<file path="config.mk">
export PLATFORM = sky130hd
export DESIGN_NAME = cascade_classifier
export DESIGN_NICKNAME = d
export VERILOG_FILES = /design/src/rtl/cascade_pkg.sv /design/src/rtl/cascade_corner_addr.sv /design/src/rtl/cascade_weak_vote.sv /design/src/rtl/cascade_classifier.sv
export SDC_FILE = /design/constraint.sdc
export NUM_CORES = 1
export LEC_CHECK = 0
export CELL_PAD_IN_SITES_DETAIL_PLACEMENT = 2
export CELL_PAD_IN_SITES_GLOBAL_PLACEMENT = 2
export CORE_AREA = 8 8 175 177
export DETAILED_ROUTE_END_ITERATION = 10
export DIE_AREA = 0 0 183 185
export HOLD_SLACK_MARGIN = 0.1
export PLACE_DENSITY = 0.86
export SETUP_SLACK_MARGIN = 0.5
export SYNTH_ARGS = -nofsm -noshare
export SYNTH_HDL_FRONTEND = slang
export SYNTH_SLANG_ARGS = --single-unit
</file>
<file path="constraint.sdc">
create_clock -name clk -period 5.45 [get_ports clk]
set_input_delay 1.09 -clock clk [delete_from_list [all_inputs] [get_ports clk]]
set_output_delay 1.09 -clock clk [all_outputs]
set_load 0.02 [all_outputs]
</file>
<file path="src/rtl/cascade_pkg.sv">
package cascade_pkg;
    localparam int OFF_W  = 5;   // offset / size field width inside a window
    localparam int FTHR_W = 16;  // weak feature threshold width
    localparam int VOTE_W = 12;  // vote value width
    localparam int SUM_W  = 16;  // stage accumulator / stage threshold width

    typedef struct packed {
        logic [OFF_W-1:0] x;
        logic [OFF_W-1:0] y;
        logic [OFF_W-1:0] w;
        logic [OFF_W-1:0] h;
    } rect_t;

    typedef struct packed {
        logic                      last;
        rect_t                     light;
        rect_t                     dark;
        logic signed [FTHR_W-1:0]  thr;
        logic signed [VOTE_W-1:0]  vote_lo;
        logic signed [VOTE_W-1:0]  vote_hi;
    } weak_t;

    localparam int WEAK_BITS = $bits(weak_t);

    typedef enum logic [1:0] {
        PH_IDLE,
        PH_FEAT,
        PH_VOTE,
        PH_CHECK
    } phase_t;

    // corner[2] selects the dark rectangle, corner[1:0] the corner point
    function automatic logic corner_negative(input logic [2:0] corner);
        return corner[0] ^ corner[1] ^ corner[2];
    endfunction
endpackage

</file>
<file path="src/rtl/cascade_corner_addr.sv">
module cascade_corner_addr
    import cascade_pkg::*;
#(
    parameter int COORD_W = 9
) (
    input  rect_t              light,
    input  rect_t              dark,
    input  logic [2:0]         corner,
    input  logic [COORD_W-1:0] org_x,
    input  logic [COORD_W-1:0] org_y,
    output logic [COORD_W-1:0] px,
    output logic [COORD_W-1:0] py,
    output logic               neg
);
    rect_t          sel;
    logic [OFF_W:0] dx;
    logic [OFF_W:0] dy;

    always_comb begin
        sel = corner[2] ? dark : light;
        dx  = {1'b0, sel.x} + (corner[0] ? {1'b0, sel.w} : '0);
        dy  = {1'b0, sel.y} + (corner[1] ? {1'b0, sel.h} : '0);
        px  = org_x + COORD_W'(dx);
        py  = org_y + COORD_W'(dy);
        neg = corner_negative(corner);
    end
endmodule

</file>
<file path="src/rtl/cascade_weak_vote.sv">
module cascade_weak_vote
    import cascade_pkg::*;
#(
    parameter int FEAT_W = 22
) (
    input  logic signed [FEAT_W-1:0] feature,
    input  logic signed [FTHR_W-1:0] thr,
    input  logic signed [VOTE_W-1:0] vote_lo,
    input  logic signed [VOTE_W-1:0] vote_hi,
    output logic signed [VOTE_W-1:0] vote
);
    logic signed [FEAT_W-1:0] thr_ext;

    always_comb begin
        thr_ext = {{(FEAT_W-FTHR_W){thr[FTHR_W-1]}}, thr};
        vote    = (feature < thr_ext) ? vote_lo : vote_hi;
    end
endmodule

</file>
<file path="src/rtl/cascade_classifier.sv">
module cascade_classifier
    import cascade_pkg::*;
#(
    parameter int NUM_STAGES = 25,
    parameter int COORD_W    = 9,
    parameter int FEAT_AW    = 10,
    parameter int II_W       = 20,
    localparam int STAGE_AW  = $clog2(NUM_STAGES)
) (
    input  logic                 clk,
    input  logic                 rst,
    input  logic                 start,
    input  logic [COORD_W-1:0]   win_x,
    input  logic [COORD_W-1:0]   win_y,
    output logic [COORD_W-1:0]   ii_x,
    output logic [COORD_W-1:0]   ii_y,
    input  logic [II_W-1:0]      ii_data,
    output logic [FEAT_AW-1:0]   weak_addr,
    input  logic [WEAK_BITS-1:0] weak_word,
    output logic [STAGE_AW-1:0]  stage_addr,
    input  logic [SUM_W-1:0]     stage_thr,
    output logic                 done,
    output logic                 face
);
    localparam int FEAT_W = II_W + 2;
    localparam logic [STAGE_AW-1:0] LAST_STAGE = STAGE_AW'(NUM_STAGES - 1);

    phase_t                   state_q;
    logic [STAGE_AW-1:0]      stage_q;
    logic [FEAT_AW-1:0]       weak_q;
    logic [2:0]               corner_q;
    logic signed [FEAT_W-1:0] acc_q;
    logic signed [SUM_W-1:0]  sum_q;
    logic [COORD_W-1:0]       org_x_q;
    logic [COORD_W-1:0]       org_y_q;
    logic                     done_q;
    logic                     face_q;

    weak_t                    entry;
    logic                     corner_neg;
    logic signed [FEAT_W-1:0] term;
    logic signed [VOTE_W-1:0] vote;
    logic signed [SUM_W-1:0]  thr_s;

    assign entry      = weak_t'(weak_word);
    assign term       = FEAT_W'(ii_data);
    assign thr_s      = $signed(stage_thr);
    assign weak_addr  = weak_q;
    assign stage_addr = stage_q;
    assign done       = done_q;
    assign face       = face_q;

    cascade_corner_addr #(.COORD_W(COORD_W)) u_corner (
        .light  (entry.light),
        .dark   (entry.dark),
        .corner (corner_q),
        .org_x  (org_x_q),
        .org_y  (org_y_q),
        .px     (ii_x),
        .py     (ii_y),
        .neg    (corner_neg)
    );

    cascade_weak_vote #(.FEAT_W(FEAT_W)) u_vote (
        .feature (acc_q),
        .thr     (entry.thr),
        .vote_lo (entry.vote_lo),
        .vote_hi (entry.vote_hi),
        .vote    (vote)
    );

    always_ff @(posedge clk) begin
        if (rst) begin
            state_q  <= PH_IDLE;
            stage_q  <= '0;
            weak_q   <= '0;
            corner_q <= '0;
            acc_q    <= '0;
            sum_q    <= '0;
            org_x_q  <= '0;
            org_y_q  <= '0;
            done_q   <= 1'b0;
            face_q   <= 1'b0;
        end else begin
            done_q <= 1'b0;
            face_q <= 1'b0;
            unique case (state_q)
                PH_IDLE: begin
                    if (start) begin
                        org_x_q  <= win_x;
                        org_y_q  <= win_y;
                        stage_q  <= '0;
                        weak_q   <= '0;
                        corner_q <= '0;
                        acc_q    <= '0;
                        sum_q    <= '0;
                        state_q  <= PH_FEAT;
                    end
                end
                PH_FEAT: begin
                    acc_q    <= corner_neg ? acc_q - term : acc_q + term;
                    corner_q <= corner_q + 3'd1;
                    if (corner_q == 3'd7) state_q <= PH_VOTE;
                end
                PH_VOTE: begin
                    sum_q    <= sum_q + SUM_W'(vote);
                    acc_q    <= '0;
                    weak_q   <= weak_q + 1'b1;
                    state_q  <= entry.last ? PH_CHECK : PH_FEAT;
                end
                PH_CHECK: begin
                    if (sum_q < thr_s) begin
                        done_q  <= 1'b1;
                        state_q <= PH_IDLE;
                    end else if (stage_q == LAST_STAGE) begin
                        done_q  <= 1'b1;
                        face_q  <= 1'b1;
                        state_q <= PH_IDLE;
                    end else begin
                        stage_q <= stage_q + 1'b1;
                        sum_q   <= '0;
                        state_q <= PH_FEAT;
                    end
                end
                default: state_q <= PH_IDLE;
            endcase
        end
    end


    done_single_cycle_chk: assert property (@(posedge clk) disable iff (rst)
        done |=> !done);


    face_with_done_chk: assert property (@(posedge clk) disable iff (rst)
        face |-> done);


    face_after_last_stage_chk: assert property (@(posedge clk) disable iff (rst)
        face |-> $past(stage_q == LAST_STAGE));


    done_after_check_chk: assert property (@(posedge clk) disable iff (rst)
        done |-> $past(state_q == PH_CHECK));


    stage_in_range_chk: assert property (@(posedge clk) disable iff (rst)
        stage_q <= LAST_STAGE);


    busy_start_ignored_chk: assert property (@(posedge clk) disable iff (rst)
        (start && state_q != PH_IDLE && state_q != PH_CHECK) |=> (weak_q >= $past(weak_q)));
endmodule

</file>
==> flow_summary.ini <==
[clock_tree]
cts_sinks = 78
cts_tree = yes
clock_transition_at_the_registers_of_the_reported_paths_ns = 0.07
clock_tree.buffer_depth = 2
tritoncts.num_buffers = 9
clock_tree.htree_level_count = 3
cell_at_the_root_of_the_clock_tree = clkbuf_16
clk_latency_ns = 0.36

[sta]
worst_slew_margin_rel_pct = 24.67
unrepaired_setup_endpoints_after_global_routing = true
final.min_clock_period_ns = 5.049
report.final.setup_viol = 0
max_slew.worst_pin.slew_ns = 1.130
timing.fmax_ghz = 0.1981
final_critical_path_share_of_the_clock_period_pct = 92.64
skew_ns = 0.01479
final_hold_viol_count = 0
slew_violations = 0

[pwr]
power_per_cell_area_nw_per_um2 = 206.5
total_leakage_power_nw = 4.657
p_total_w = 0.002214
power.ir.vdd_worst_v = 0.0001763

[route]
vias = 7731
drc = 0
vias_per_cell = 5.130
totalWireLength_mm = 33.50
ant_nets = 0
detail_route.wl_per_cell_um = 22.23
initialDrtViolationCount = 362
drtPass1Iterations = 4

[placed_design]
port_buffers = 172
gp_congestion = 0.8330
placed_cells = 1466
hpwlAfterDp_mm = 22.97

[worst_setup_path]
timing.setup.critical_path_class = in -> out
cp_slowest_cell = fa_2
setup_crit_start_kind = primary input
cp_cell_instances = dlygate4sd2_1 > mux2i_1 > nor2b_2 > ha_4 > fa_2 > ha_1 > a21o_1 > a21oi_1 > o21bai_1 > a21oi_2 > nor2b_1 > o21ai_1 > xnor2_1 > buf_4
critPathMaxFanout = 2
worst-endpoint-required_ns = 4.36
cp_slowest_stage_delay_ns = 0.58
cp.arrival_ns = 3.96
timing.critical_path.to_type = primary output
worst-path-buf-inv = 2
cpLargestDelayFamily = adder cells

[min_path]
min-delay-path-class = reg -> reg

[floorplanning]
dieArea_um2 = 33860
die_height_um = 185
initial_core_util_pct = 25.48
die_w_um = 183
boundaryPins = 173
placementRows = 62
core_um2 = 28080

[synthesis]
synth.cell_area_um2 = 7156
ys_dominant_reg_cell = dfxtp_1
synth_top_area_share_pct = 21.82
synth.largest_area_cell = dfxtp_1
post_synth.cell_area_avg_um2 = 8.031
synth_area_leaders = dfxtp_1 (22%), ha_1 (18%), a21oi_1 (5.5%)
ys_ff_latch = 78
synth_fp_nets = 1138
synth.yosys.warnings = 0
netlist_instances = 891
ys_seq_area_share_pct = 21.82
yosys.cell_types.count = 69
synth_async_sr_flop_share_pct = 0
synth-edff-count = 0
post_synth_most_frequent_cells = ha_1 (103), nor2_1 (83), a21oi_1 (79)
yosys.cell_count.top_type = ha_1

[global_routing]
number_of_antenna_violations_at_the_first_check_in_global_routing = 0
gr-usage-all-layers_pct = 18.15
grt_first_pass_wirelength_mm = 48.58
grt_max_degree = 46
globalRouteOverflowTotal = 0
grt_pass1_vias = 8680

[finish]
final_net_count = 1365
area_added_between_synthesis_and_finish_pct = 49.83
register_area_um2 = 1562
proportion_of_layout_cells_with_a_drive_suffix_above_1_pct = 21.10
num-fill-cells = 3094
multi_input_comb_area_um2 = 5928
finish.cell_count_without_fillers = 1507
antennaDiodeCount = 0

[outcome]
status = complete, no violations

[run]
cap_violations = 0
-- kinds of logic (layout without fill, tap and decap cells) --
| family | Yosys count | count (layout) | share of synthesized area (%) |
|---|---|---|---|
| DFF | 78 | 78 | 21.82 |
| and+or+nand+nor | 279 | 279 | 18.88 |
| xor gates and xnor gates | 62 | 62 | 7.589 |
| AOI/OAI and AO/OA | 246 | 246 | 22.43 |
| muxes | 35 | 35 | 5.281 |
| buffers and inverters | 82 | 314 | 4.301 |
| adders and majority gates | 109 | 109 | 19.69 |
-- cell type report --
type	instances	area share, %
clock buffer	9	2.101
clock inverter	7	0.6068
inverter	54	1.914
multi-input combinational	731	55.29
sequential	78	14.56
tap	384	4.481
timing repair buffer	244	21.04
-- placed cells by master, fill, tap and decap left out, types with 13 or more instances in the layout --
cell type,count
o21ai_0,24
nand3_1,22
dfxtp_1,78
nand2b_1,13
mux2_2,13
nor2b_1,18
nor2_1,77
mux2i_1,13
a21oi_1,58
xnor2_1,35
dlymetal6s2s_1,13
ha_1,77
o21a_1,15
nand2_1,74
clkdlybuf4s50_1,136
nor3_1,14
a21o_1,27
buf_4,72
xor2_1,22
inv_1,44
a21oi_2,19
ha_4,20
a22oi_1,18
-- layer usage --
| metal | GRT usage [%] | up-vias | share of wire, % |
|---|---|---|---|
| li1 | - | 3642 | - |
| met1 | 20.23 | 3870 | 41 |
| met2 | 34.90 | 181 | 54 |
| met3 | 2.962 | 38 | 3.8 |
| met4 | 5.042 | 0 | 1.8 |
| met5 | 0 | - | 0 |
-- worst paths after layout --
check	from	to	slack [ns]	cells after the start
worst max-delay path	weak_word[45]	ii_x[7]	0.40	14
worst min-delay path	org_y_q[0]$_SDFFE_PP0P_	org_y_q[0]$_SDFFE_PP0P_	0.47	2
worst max register to register	acc_q[11]$_SDFFE_PP0P_	sum_q[13]$_SDFFE_PP0P_	1.10	20
worst min register to register	org_y_q[0]$_SDFFE_PP0P_	org_y_q[0]$_SDFFE_PP0P_	0.47	2
-- power breakdown --
group	switching (W)	internal, W
sequential	0.0000319	0.000596
combinational	0.000494	0.000462
clock	0.000308	0.000322
-- timing repair --
action,CTS,global route
buffers inserted,13,12
gates resized for setup,133,98
endpoints found under the setup margin,25,29
pin swaps,54,68
hold buffers,0,0
-- state kept, by name, indices dropped and copies added, names as in the netlist --
signal	flops
acc_q	22
state_q	2
stage_addr	5
done	1
weak_addr	10
face	1
org_y_q	9
sum_q	16
org_x_q	9
corner_q	3
-- tightest hold or removal path, stage by stage (launching register included) --
cell and delay, ns:
dfxtp_1 0.32, nand2_1 0.05, a21oi_1 0.05
-- per-stage QoR --
stage | hold WS (ns) | cell area, um^2 | utilization (%) | worst slack, ns | TNS (ns)
2_1_floorplan | 0.4406 | 7174 | - | 0.5345 | 0
3_3_place_gp | 0.4480 | 9622 | 34.26 | -0.3223 | -1.922
3_5_place_dp | 0.4600 | 9622 | 34.26 | -0.6073 | -4.915
4_1_cts | 0.4701 | 10300 | 36.70 | 0.4580 | 0
5_1_grt | 0.4942 | 10720 | 38.18 | 0.2963 | 0
6_report | 0.4654 | 10720 | 38.18 | 0.4013 | 0
Power figures use the tool's default switching activity.
